### src/rtl/jhp_pkg.sv
package jhp_pkg;

    typedef enum logic {
        ST_HEADER  = 1'b0,
        ST_PAYLOAD = 1'b1
    } jhp_state_e;

    localparam logic [7:0] CODE_STATUS = 8'h00;
    localparam logic [7:0] CODE_CONFIG = 8'h01;
    localparam logic [7:0] CODE_REBOOT = 8'hFF;

    // One bit per request kind; at most one set after a decode.
    typedef struct packed {
        logic status;
        logic config_req;
        logic reboot;
        logic user;
    } jhp_kind_t;

endpackage

### src/rtl/jhp_hdr_capture.sv
module jhp_hdr_capture #(
    parameter int LEN_W = 32
) (
    input  logic             clk,
    input  logic             rst,
    input  logic             beat,
    input  logic [7:0]       byte_in,
    output logic             hdr_done,
    output logic [7:0]       type_q,
    output logic [7:0]       tag_q,
    output logic [LEN_W-1:0] len_full
);
    localparam int LEN_BYTES = LEN_W / 8;
    localparam int HDR_BYTES = 4 + LEN_BYTES;
    localparam int IDX_W     = $clog2(HDR_BYTES);
    localparam logic [IDX_W-1:0] LAST_IDX  = IDX_W'(HDR_BYTES - 1);
    localparam logic [IDX_W-1:0] TYPE_IDX  = IDX_W'(0);
    localparam logic [IDX_W-1:0] TAG_IDX   = IDX_W'(1);
    localparam logic [IDX_W-1:0] FIRST_LEN = IDX_W'(4);

    logic [IDX_W-1:0]  idx_q;
    // Holds all length bytes except the one arriving with the final beat.
    logic [LEN_W-9:0]  len_sh;

    always_ff @(posedge clk) begin
        if (rst) begin
            idx_q <= '0;
        end else if (beat) begin
            idx_q <= (idx_q == LAST_IDX) ? '0 : idx_q + 1'b1;
        end
    end

    always_ff @(posedge clk) begin
        if (rst) begin
            type_q <= '0;
            tag_q  <= '0;
            len_sh <= '0;
        end else if (beat) begin
            if (idx_q == TYPE_IDX) type_q <= byte_in;
            if (idx_q == TAG_IDX)  tag_q  <= byte_in;
            // Bytes 2 and 3 fall through untouched.
            if (idx_q >= FIRST_LEN) begin
                if (LEN_W > 16) begin
                    len_sh <= {len_sh[LEN_W-17:0], byte_in};
                end else begin
                    len_sh <= byte_in[LEN_W-9:0];
                end
            end
        end
    end

    assign hdr_done = beat && (idx_q == LAST_IDX);
    assign len_full = {len_sh, byte_in};

endmodule

### src/rtl/jhp_type_decode.sv
module jhp_type_decode
    import jhp_pkg::*;
(
    input  logic [7:0] code,
    output jhp_kind_t  kind
);
    always_comb begin
        kind = '0;
        unique case (code)
            CODE_STATUS: kind.status     = 1'b1;
            CODE_CONFIG: kind.config_req = 1'b1;
            CODE_REBOOT: kind.reboot     = 1'b1;
            default:     kind.user       = 1'b1;
        endcase
    end

endmodule

### src/rtl/jhp_payload_ctr.sv
module jhp_payload_ctr #(
    parameter int LEN_W = 32
) (
    input  logic             clk,
    input  logic             rst,
    input  logic             load,
    input  logic [LEN_W-1:0] load_len,
    input  logic             beat,
    output logic             is_first,
    output logic             is_last
);
    logic [LEN_W-1:0] remain_q;
    logic             first_q;

    always_ff @(posedge clk) begin
        if (rst) begin
            remain_q <= '0;
            first_q  <= 1'b0;
        end else if (load) begin
            remain_q <= load_len;
            first_q  <= 1'b1;
        end else if (beat) begin
            remain_q <= remain_q - 1'b1;
            first_q  <= 1'b0;
        end
    end

    assign is_first = first_q;
    assign is_last  = (remain_q == LEN_W'(1));

endmodule

### src/rtl/job_hdr_parser.sv
module job_hdr_parser
    import jhp_pkg::*;
#(
    parameter int LEN_W = 32
) (
    input  logic       clk,
    input  logic       rst,
    input  logic [7:0] in_data,
    input  logic       in_valid,
    output logic       in_ready,
    output logic [7:0] out_data,
    output logic       out_valid,
    input  logic       out_ready,
    output logic       out_first,
    output logic       out_last,
    output logic       pulse_status,
    output logic       pulse_config,
    output logic       pulse_reboot,
    output logic       pulse_user,
    output logic [7:0] req_type,
    output logic [7:0] job_tag
);
    jhp_state_e       state_q, state_d;
    logic             hdr_beat, pay_beat, hdr_done;
    logic [7:0]       type_cap, tag_cap;
    logic [LEN_W-1:0] len_full;
    logic             len_nonzero;
    logic             pay_first, pay_last;
    jhp_kind_t        kind_dec, kind_q;

    assign hdr_beat    = (state_q == ST_HEADER) && in_valid;
    assign pay_beat    = (state_q == ST_PAYLOAD) && in_valid && out_ready;
    assign len_nonzero = (len_full != '0);

    jhp_hdr_capture #(.LEN_W(LEN_W)) u_hdr (
        .clk      (clk),
        .rst      (rst),
        .beat     (hdr_beat),
        .byte_in  (in_data),
        .hdr_done (hdr_done),
        .type_q   (type_cap),
        .tag_q    (tag_cap),
        .len_full (len_full)
    );

    jhp_type_decode u_dec (
        .code (type_cap),
        .kind (kind_dec)
    );

    jhp_payload_ctr #(.LEN_W(LEN_W)) u_ctr (
        .clk      (clk),
        .rst      (rst),
        .load     (hdr_done && len_nonzero),
        .load_len (len_full),
        .beat     (pay_beat),
        .is_first (pay_first),
        .is_last  (pay_last)
    );

    // Next-state selection.
    always_comb begin
        state_d = state_q;
        unique case (state_q)
            ST_HEADER:  if (hdr_done && len_nonzero) state_d = ST_PAYLOAD;
            ST_PAYLOAD: if (pay_beat && pay_last)    state_d = ST_HEADER;
            default:    state_d = ST_HEADER;
        endcase
    end

    // State register.
    always_ff @(posedge clk) begin
        if (rst) state_q <= ST_HEADER;
        else     state_q <= state_d;
    end

    // Decode pulses and held request identity.
    always_ff @(posedge clk) begin
        if (rst) begin
            kind_q   <= '0;
            req_type <= '0;
            job_tag  <= '0;
        end else if (hdr_done) begin
            kind_q   <= kind_dec;
            req_type <= type_cap;
            job_tag  <= tag_cap;
        end else begin
            kind_q   <= '0;
        end
    end

    // Stream-side outputs per state.
    always_comb begin
        in_ready  = 1'b1;
        out_valid = 1'b0;
        out_data  = '0;
        out_first = 1'b0;
        out_last  = 1'b0;
        unique case (state_q)
            ST_HEADER: begin
                in_ready  = 1'b1;
            end
            ST_PAYLOAD: begin
                in_ready  = out_ready;
                out_valid = in_valid;
                out_data  = in_data;
                out_first = in_valid && pay_first;
                out_last  = in_valid && pay_last;
            end
            default: in_ready = 1'b1;
        endcase
    end

    assign pulse_status = kind_q.status;
    assign pulse_config = kind_q.config_req;
    assign pulse_reboot = kind_q.reboot;
    assign pulse_user   = kind_q.user;

endmodule

### config.mk
export PLATFORM = sky130hd
export DESIGN_NAME = job_hdr_parser
export DESIGN_NICKNAME = d
export VERILOG_FILES = /design/src/rtl/jhp_pkg.sv /design/src/rtl/jhp_hdr_capture.sv /design/src/rtl/jhp_type_decode.sv /design/src/rtl/jhp_payload_ctr.sv /design/src/rtl/job_hdr_parser.sv
export SDC_FILE = /design/constraint.sdc
export NUM_CORES = 1
export LEC_CHECK = 0
export BUFFER_PORTS_ARGS = -buffer_cell sky130_fd_sc_hd__buf_2
export CORE_MARGIN = 2
export CORE_UTILIZATION = 53
export CTS_BUF_LIST = sky130_fd_sc_hd__clkbuf_8 sky130_fd_sc_hd__clkbuf_16
export DETAILED_ROUTE_END_ITERATION = 6
export HOLD_SLACK_MARGIN = 0.1
export MAX_ROUTING_LAYER = met4
export PLACE_DENSITY = 0.83
export SYNTH_ARGS = -nofsm -noshare
export SYNTH_HDL_FRONTEND = slang
export SYNTH_SLANG_ARGS = --single-unit
export TNS_END_PERCENT = 50
### constraint.sdc
create_clock -name clk -period 2.1 [get_ports clk]
set_input_delay 0.105 -clock clk [delete_from_list [all_inputs] [get_ports clk]]
set_output_delay 0.105 -clock clk [all_outputs]
set_load 0.005 [all_outputs]
==> run metrics, run 1 <==
Post-route DRC=0; final clock skew=0.0128 ns; Synth Register Bits=97; largest fanout on the critical path=2; number of global-route vias before repair=3,879; Congestion Overflow GR=0; Synth cell types=51; post-DR vias/cell=6.04; final instance area=5060 um2; drt pass-1 iters=5; average size of a mapped cell=8.21 um2; CTS HTree Levels=3; power per cell area=675 nW/um2; Num CTS Buffers=9; CP Data Arrival Time=2.25 ns; Placed Instance Area=4690 um2; Clock Sinks=97; Max clock buf depth=2; WHS=0.196 ns; Slew @ Worst Pin=0.714 ns; Post-synth top cells=nand2_1 (131), dfxtp_1 (97), a21oi_1 (70); crit path launch type=register; total power draw=0.00341 W; 1st-iter DRT viols=318; most common cell type on the critical path=or4_4; register area share after synthesis=0.452; synthesized area=4300 um2; Placer Congestion=0.910; clock root buffer=clkbuf_8; cell with the most instances after synthesis=nand2_1; WP data required=2.00 ns; Final Hold Fails=0; GR Util met1=0.323; Synthesized Nets=541; Max Clock Freq=0.424 GHz; slowest CP cell=or4_4; period utilization=1.12; Mapped Cells=523; die area=8840 um2; VDD IR-drop max=0.517 mV; Synth async-reset ratio=0; Tot GR Track Use=0.273; Top Ports=44; cell accounting for the most synthesized area=dfxtp_1; GR Util met3=0.0666; sequence of cells on the critical path=or4_4 -> or4_4 -> nor4_4 -> buf_4 -> and2_1 -> buf_2; slew margin rel.=0.523; Finished Core Util=0.648; DP HPWL=7.54 mm; initial antenna violation count=0; antenna-violating nets left=0; leakage power=1.93 nW; Worst R2R Setup Slack=0 ns; area added between synthesis and finish=17.7%; layout cells sized above 1=0.190; via count=4,147; status=finished with violations; n_diodes=0; failing checks=negative setup slack; first-pass GRT wire length=18.6 mm; Starting Density=0.550; synth top area cells=dfxtp_1 (45%), nand2_1 (11%), a21oi_1 (8.2%); minimum clock period=2.36 ns; Die H=94.0 um; Max Slew Vio Count=0; kind of critical path=register to output port; Std-Cell Rows=32; Largest stage delay, worst path=0.53 ns; fill count=633; DRT Wirelength=11.5 mm; RSZ-0062 raised after global routing=yes; GR peak layer=met2; number of port buffers=43; largest net degree at the start of global routing=34; final setup fails=2; Yosys top cell area share=0.452; Clock Latency Late Sink=0.37 ns; Post-synth EDFFs=0; Synth Flop Type=dfxtp_1; Reg clk slew, reported paths=0.10 ns; DIE WIDTH=94.0 um; CTS tree=built; worst min-delay path class=primary input to register; synth warn=0; WL per Instance=16.7 um; core area=7810 um2; Max Cap Viol=0; Nets=598; M2 GR Usage=0.446; critical path endpoint category=output port; PnR worst setup slack=-0.258 ns
## per-layer routing
layer / up-vias / part of all wire / wire length, um
li1: 1983 / - / -
met1: 1961 / 0.41 / 4710
met2: 162 / 0.49 / 5600
met3: 41 / 0.062 / 709
met4: 0 / 0.039 / 443
met5: - / 0 / 0
## registers in the layout, indices dropped and copies added (netlist names), 3 cells and up
name	count
u_hdr.len_sh	24
req_type	8
u_ctr.remain_q	32
u_hdr.type_q	8
u_hdr.idx_q	3
job_tag	8
u_hdr.tag_q	8
## cell type report
type	count	area (um2)	share of cell area
multi-input combinational	389	2220	0.440
sequential	97	1940	0.384
timing repair buffer	79	518	0.102
tap	102	128	0.0252
clock buffer	9	124	0.0245
clock inverter	7	106	0.0210
inverter	4	15.0	0.00297
## timing repair
item                       CTS  global route
hold buffers                 8             0
resized for setup            5             5
setup endpoints to repair    3             8
pin swaps                    3             2
hold endpoints to repair    18             0
setup buffers                1             0
## critical path: cells and delay by family, from the launching register on
family / cells / cell delay [ns]
and+or+nand+nor: 4 / 1.30
DFF: 1 / 0.33
buffers and inverters: 2 / 0.25
## stage by stage
step	cells	setup TNS, ns	worst slack [ns]
3_5_place_dp	662	-0.0418	-0.0243
3_3_place_gp	662	-0.0168	-0.0168
4_1_cts	687	-0.275	-0.275
2_1_floorplan	523	0	0.101
5_1_grt	687	-0.427	-0.346
6_report	687	-0.261	-0.258
## power by group
| part | internal (W) | switching, W |
|---|---|---|
| combinational | 0.0000554 | 0.0000948 |
| sequential | 0.00186 | 0.0000182 |
| clock | 0.000694 | 0.000692 |
## cell families (layout without fill, tap and decap cells)
kind of cell,count (synthesis),in the layout,synth area share
and+or+nand+nor,246,246,0.286
DFF,97,97,0.452
adders and majority gates,6,6,0.0175
buffers and inverters,37,99,0.0414
AOI/OAI and AO/OA,128,128,0.182
muxes,9,9,0.0210
## final timing paths
kind | from | endpoint | cells past startpoint
hold / removal | rst | u_hdr.len_sh[22]$_SDFFE_PP0P_ | 2
setup reg to reg | u_ctr.remain_q[24]$_SDFFE_PP0P_ | u_ctr.remain_q[31]$_SDFFE_PP0P_ | 5
hold reg to reg | req_type[0]$_SDFFE_PP0P_ | req_type[0]$_SDFFE_PP0P_ | 2
setup / recovery | u_ctr.remain_q[24]$_SDFFE_PP0P_ | out_last | 6
## cells in the final DEF (no fill, tap or decap), drive strengths merged, types with 3 or more instances in the layout
cell         instances
o311ai               8
nor4                15
and2                15
o2bb2a               3
inv                  8
o211ai              13
a31oi               19
clkbuf               9
ha                   6
or4                  9
o21ai                4
nand3               14
nand2b               3
nand2              132
nor2                18
dfxtp               97
or3                 14
dlygate4sd3          8
nand4                5
a2bb2oi              3
mux2i                9
a21oi               70
nor3                 8
buf                 71
Note: power is estimated with default switching activity, not from simulation.
==> inputs of run 2 (changes only) <==
- CORE_MARGIN: 2 -> default
- CORE_UTILIZATION: 53 -> 42
- PLACE_DENSITY: 0.83 -> 0.69
==> run 2 against run 1 <==
The run still ends with negative setup slack left. Die area rose by 20%. Via count fell by 2.6%. First-iteration DRC count fell by 33%. Total power fell by 2.4%. Fmax rose by 3.6%. Final cell count rose by 4.7%. Clock-buffer cell count did not move. Combinational power barely moved. Sequential cell count did not move. Clock power fell by 6%. Largest cell class unchanged.
==> run metrics, run 2 (synthesis gave the netlist of run 1 again) <==
final setup fails=1 (was 2); slew margin rel.=0.557 (was 0.523); number of global-route vias before repair=3,806 (was 3,879); commonest cells after routing, fill and taps aside=nand2_1 (131), dfxtp_1 (95), a21oi_1 (70), buf_2 (43), buf_4 (26) (was nand2_1 (131), dfxtp_1 (96), a21oi_1 (70), buf_2 (43), buf_4 (27)); CP Data Arrival Time=2.17 ns (was 2.25 ns); kind of critical path=register to output port (unchanged); worst min-delay path class=primary input to register (unchanged); Num CTS Buffers=9 (unchanged); DIE WIDTH=103 um (was 94.0 um); final clock skew=0.00944 ns (was 0.0128 ns); biggest regs=u_ctr.remain_q (32), u_hdr.len_sh (24) (unchanged); CTS HTree Levels=3 (unchanged); Max clock buf depth=2 (unchanged); n_diodes=0 (unchanged); Clock Latency Late Sink=0.37 ns (about the same); largest fanout on the critical path=2 (unchanged); number of port buffers=43 (unchanged); final cell count without fillers=719 (was 687); die area=10,600 um2 (was 8840 um2); period utilization=1.08 (was 1.12); critical path endpoint category=output port (unchanged); leakage power=1.94 nW (was 1.93 nW); Clock Sinks=97 (unchanged); largest net degree at the start of global routing=52 (was 34); Max Clock Freq=0.440 GHz (was 0.424 GHz); fill count=947 (was 633); failing checks=negative setup slack (unchanged); Top Ports=44 (unchanged); core area=9860 um2 (was 7810 um2); minimum clock period=2.28 ns (was 2.36 ns); via count=4,039 (was 4,147); clock root buffer=clkbuf_8 (unchanged); Max Slew Vio Count=0 (unchanged); Std-Cell Rows=36 (was 32); RSZ-0062 raised after global routing=yes (unchanged); Post-route DRC=0 (unchanged); DR WL met3=486 um (was 709 um); Die H=103 um (was 94.0 um); DRT Wirelength=11.4 mm (was 11.5 mm); crit path launch type=register (unchanged); Metal-1 WL=4.97 mm (was 4.71 mm); register area=1940 um2 (about the same); CTS tree=built (unchanged); layout cells sized above 1=0.198 (was 0.190); initial antenna violation count=0 (unchanged); power per cell area=650 nW/um2 (was 675 nW/um2); antenna-violating nets left=0 (unchanged); 1st-iter DRT viols=213 (was 318); max reg flops=32 (unchanged); Max Cap Viol=0 (unchanged); DP HPWL=7.67 mm (was 7.54 mm); PnR worst setup slack=-0.175 ns (was -0.258 ns); largest register by flop count=u_ctr.remain_q (unchanged); Starting Density=0.435 (was 0.550); commonest non-fill, non-tap cell in the layout=nand2_1 (unchanged); multi-input logic area=2240 um2 (was 2220 um2); Detail Route met2 WL=5.67 mm (was 5.60 mm); Reg clk slew, reported paths=0.10 ns (about the same); Final Hold Fails=0 (unchanged); post-DR vias/cell=5.62 (was 6.04); Slew @ Worst Pin=0.662 ns (was 0.714 ns); Placer Congestion=0.857 (was 0.910); WP data required=2.00 ns (about the same); dpl cells=693 (was 662); status=finished with violations (unchanged); Nets=599 (was 598); area added between synthesis and finish=19.2% (was 17.7%); first-pass GRT wire length=18.5 mm (was 18.6 mm); Congestion Overflow GR=0 (unchanged); uppermost layer routed=met4 (unchanged); drt pass-1 iters=4 (was 5); WL per Instance=15.9 um (was 16.7 um); Tot GR Track Use=0.236 (was 0.273); WHS=0.163 ns (was 0.196 ns); VDD IR-drop max=0.439 mV (was 0.517 mV)
[run 2: per-layer routing]
layer	GRT usage	vias up
met5	-	-
met3	0.0346	23
met4	0.0888	0
met2	0.403	127
met1	0.281	1907
li1	-	1982
[run 2: worst paths after layout]
| path | end | startpoint | cells after the start | slack, ns |
|---|---|---|---|---|
| hold reg to reg | job_tag[5]$_SDFFE_PP0P_ | u_hdr.tag_q[5]$_SDFFE_PP0P_ | 2 | 0.45 |
| setup / recovery | out_last | u_ctr.remain_q[27]$_SDFFE_PP0P_ | 6 | -0.18 |
| hold / removal | u_hdr.idx_q[1]$_SDFFE_PP0P_ | in_valid | 4 | 0.16 |
| setup reg to reg | u_ctr.remain_q[31]$_SDFFE_PP0P_ | u_ctr.remain_q[27]$_SDFFE_PP0P_ | 5 | 0.06 |
[run 2: power by group]
part | leakage (nW) | switching, W | internal (W)
combinational | 1.05 | 0.0000947 | 0.0000587
clock | 0.108 | 0.000724 | 0.000577
sequential | 0.784 | 0.0000182 | 0.00186
total | 1.94 | 0.000837 | 0.00249
[run 2: layout make-up]
cell class	instances	share of cell area
clock buffers	9	0.0242
clock inverters	7	0.0164
inverters	4	0.00293
multi-input cells	389	0.437
flip-flops and latches	97	0.380
well taps	133	0.0325
repair buffers	80	0.108
[run 2: worst max-delay path: stages, from the launching register on]
cell and delay (ns):
dfxtp_2 0.33, or4_4 0.54, or4_4 0.46, nor4_4 0.13, buf_4 0.14, and2_1 0.10
buf_2 0.10
[run 2: timing repair]
action                                  4_1_cts  5_1_grt
hold endpoints to repair                     20        0
hold buffers                                  8        0
pin swaps                                     4        1
endpoints found under the setup margin        2       11
setup buffers                                 2        0
resized for setup                             6        8
[run 2: through the flow]
step	cell area [um2]	setup TNS [ns]	total power [W]	setup slack [ns]	utilization
6_report	5120	-0.175	0.00333	-0.175	0.519
5_1_grt	5120	-0.309	0.00344	-0.255	0.519
4_1_cts	5080	-0.266	0.00335	-0.266	0.515
3_5_place_dp	4760	-0.00114	0.00206	-0.00114	0.482
3_3_place_gp	4760	0	0.00206	0.0227	0.482
2_1_floorplan	4300	0	0.00200	0.101	-
==> inputs of run 3 (changes only) <==
- REMOVE_ABC_BUFFERS: default -> 1
- SLEW_MARGIN: default -> 10
==> run 3 against run 2 <==
The run still ends with negative setup slack left. Fmax decreased by 1.9%. Register-to-register slack about the same. First-iteration DRC count rose by 18%. Die area is the same. Clock-buffer cell count is the same. Worst hold slack better by 0.030 ns. Utilization grew 0.81 points. Highest routed layer unchanged.
==> run metrics, run 3 (synthesis gave the netlist of run 1 again) <==
CP Data Arrival Time=2.21 ns (was 2.17 ns); Starting Density=0.435 (unchanged); crit path launch type=register (unchanged); hold path cells=2 (was 4); Post-route DRC=0 (unchanged); total power draw=0.00349 W (was 0.00333 W); fill count=907 (was 947); Largest stage delay, worst path=0.54 ns (about the same); n_diodes=0 (unchanged); Clock Sinks=97 (unchanged); final cell count without fillers=725 (was 719); largest register by flop count=u_ctr.remain_q (unchanged); reg-to-reg critical path startpoint=u_ctr.remain_q[25]$_SDFFE_PP0P_ (was u_ctr.remain_q[27]$_SDFFE_PP0P_); sequence of cells on the critical path=or4_4 -> or4_4 -> nor4_4 -> buf_4 -> and2_1 -> buf_2 (unchanged); commonest non-fill, non-tap cell in the layout=nand2_1 (unchanged); Congestion Overflow GR=0 (unchanged); number of global-route vias before repair=3,623 (was 3,806); DIE WIDTH=103 um (unchanged); biggest regs=u_ctr.remain_q (32), u_hdr.len_sh (24) (unchanged); Hold EP=u_hdr.type_q[7]$_SDFFE_PP0P_ (was u_hdr.idx_q[1]$_SDFFE_PP0P_); post-CTS setup buffers=0 (was 2); final setup fails=1 (unchanged); most common cell type on the critical path=or4_4 (unchanged); DRT Wirelength=11.7 mm (was 11.4 mm); critical path endpoint category=output port (unchanged); Std-Cell Rows=36 (unchanged); first-pass GRT wire length=18.4 mm (was 18.5 mm); slew margin rel.=0.580 (was 0.557); status=finished with violations (unchanged); power per cell area=671 nW/um2 (was 650 nW/um2); number of port buffers=43 (unchanged); Max Clock Freq=0.431 GHz (was 0.440 GHz); WHS=0.192 ns (was 0.163 ns); antenna-violating nets left=0 (unchanged); Clock Latency Late Sink=0.37 ns (about the same); kind of critical path=register to output port (unchanged); area added between synthesis and finish=21.1% (was 19.2%); Num CTS Buffers=9 (unchanged); 1st-iter DRT viols=252 (was 213); largest net degree at the start of global routing=40 (was 52); Placer Congestion=0.996 (was 0.857); Finished Core Util=0.527 (was 0.519); initial antenna violation count=0 (unchanged); largest fanout on the critical path=2 (unchanged); CTS tree=built (unchanged); layout cells sized above 1=0.206 (was 0.198); final clock skew=0.0133 ns (was 0.00944 ns); post-DR vias/cell=5.64 (was 5.62); dpl cells=701 (was 693); WP buf/inv=2 (unchanged); worst min-delay path class=primary input to register (unchanged); slowest CP cell=or4_4 (unchanged); Final Hold Fails=0 (unchanged); leakage power=1.97 nW (was 1.94 nW); Worst R2R Setup Slack=0.06 ns (about the same); reg2reg path depth=5 (unchanged); min-delay src=rst (was in_valid); DP HPWL=7.83 mm (was 7.67 mm); PnR worst setup slack=-0.219 ns (was -0.175 ns); Die H=103 um (unchanged); Max Cap Viol=0 (unchanged); Max Slew Vio Count=0 (unchanged); max reg flops=32 (unchanged); Reg clk slew, reported paths=0.10 ns (about the same); Slew @ Worst Pin=0.629 ns (was 0.662 ns); drt pass-1 iters=5 (was 4); WP data required=2.00 ns (about the same); clock root buffer=clkbuf_8 (unchanged); CTS HTree Levels=3 (unchanged); failing checks=negative setup slack (unchanged); WL per Instance=16.1 um (was 15.9 um); Tot GR Track Use=0.236 (about the same); Top delay family on crit path=simple AND/OR/NAND/NOR gates (unchanged); die area=10,600 um2 (unchanged); Nets=606 (was 599); Crit Reg-Reg Endpoint=u_ctr.remain_q[31]$_SDFFE_PP0P_ (unchanged); VDD IR-drop max=0.524 mV (was 0.439 mV); core area=9860 um2 (unchanged); commonest cells after routing, fill and taps aside=nand2_1 (130), dfxtp_1 (95), a21oi_1 (70), buf_2 (43), buf_4 (33) (was nand2_1 (131), dfxtp_1 (95), a21oi_1 (70), buf_2 (43), buf_4 (26)); via count=4,091 (was 4,039); Top Ports=44 (unchanged); RSZ-0062 raised after global routing=yes (unchanged); minimum clock period=2.32 ns (was 2.28 ns); Max clock buf depth=2 (unchanged); period utilization=1.10 (was 1.08); setup tns final=-0.219 ns (was -0.175 ns)
## run 3: cell types whose count changed in the layout (fill, tap and decap cells not counted), moves of 2 or more
cell	before	now
buf_4	26	33
bufinv_16	1	3
clkinvlp_4	0	2
inv_6	2	0
nor3_2	2	0
## run 3: worst max path at each step
stage                     cells past startpoint  slack, ns                              to                            start
after floorplan                               6      -0.65  u_ctr.remain_q[0]$_SDFFE_PP0P_      u_hdr.idx_q[0]$_SDFFE_PP0P_
after global routing                          6      -0.30                        out_last  u_ctr.remain_q[25]$_SDFFE_PP0P_
final                                         6      -0.22                        out_last  u_ctr.remain_q[25]$_SDFFE_PP0P_
after detailed placement                      6      -0.03                        out_last  u_ctr.remain_q[24]$_SDFFE_PP0P_
after global placement                        6       0.06                        out_last  u_ctr.remain_q[24]$_SDFFE_PP0P_
after CTS                                     6      -0.28                        out_last  u_ctr.remain_q[25]$_SDFFE_PP0P_
## run 3: worst register-to-register path: stages (launching register included)
cell,delay [ns]
dfxtp_2,0.33
or4_4,0.54
or4_4,0.47
buf_4,0.16
or3_1,0.33
a31oi_1,0.15
## run 3: what timing repair did
action,in CTS,in global routing
setup endpoints to repair,2,10
endpoints found under the hold margin,15,0
cloned,0,1
pin swaps,3,3
hold buffers,8,0
gates resized for setup,6,10
## run 3: routing by layer
| layer | global-route usage | up-vias | routed length [um] |
|---|---|---|---|
| met5 | - | - | 0 |
| met3 | 0.0508 | 22 | 676 |
| li1 | - | 1996 | - |
| met4 | 0.0596 | 0 | 225 |
| met2 | 0.377 | 140 | 5420 |
| met1 | 0.303 | 1933 | 5350 |
## run 3: final cells by class
class	count	area, um2	share of cell area
clock buffer	9	124	0.0238
timing repair buffer	86	583	0.112
sequential	97	1940	0.374
tap	133	166	0.0320
inverter	4	15.0	0.00289
multi-input combinational	390	2250	0.433
clock inverter	6	116	0.0224
## run 3: per-stage QoR
stage	area (um2)	setup WS, ns
after floorplan	4130	-0.647
after global placement	4810	0.0617
after detailed placement	4810	-0.0315
after CTS	5150	-0.282
after global routing	5200	-0.298
final	5200	-0.219
## run 3: where the power goes
group          leakage (nW)  internal, W  switching, W  total [W]
clock network         0.113     0.000793      0.000666    0.00146
logic                  1.08    0.0000578     0.0000975   0.000155
registers             0.784      0.00186     0.0000179    0.00188
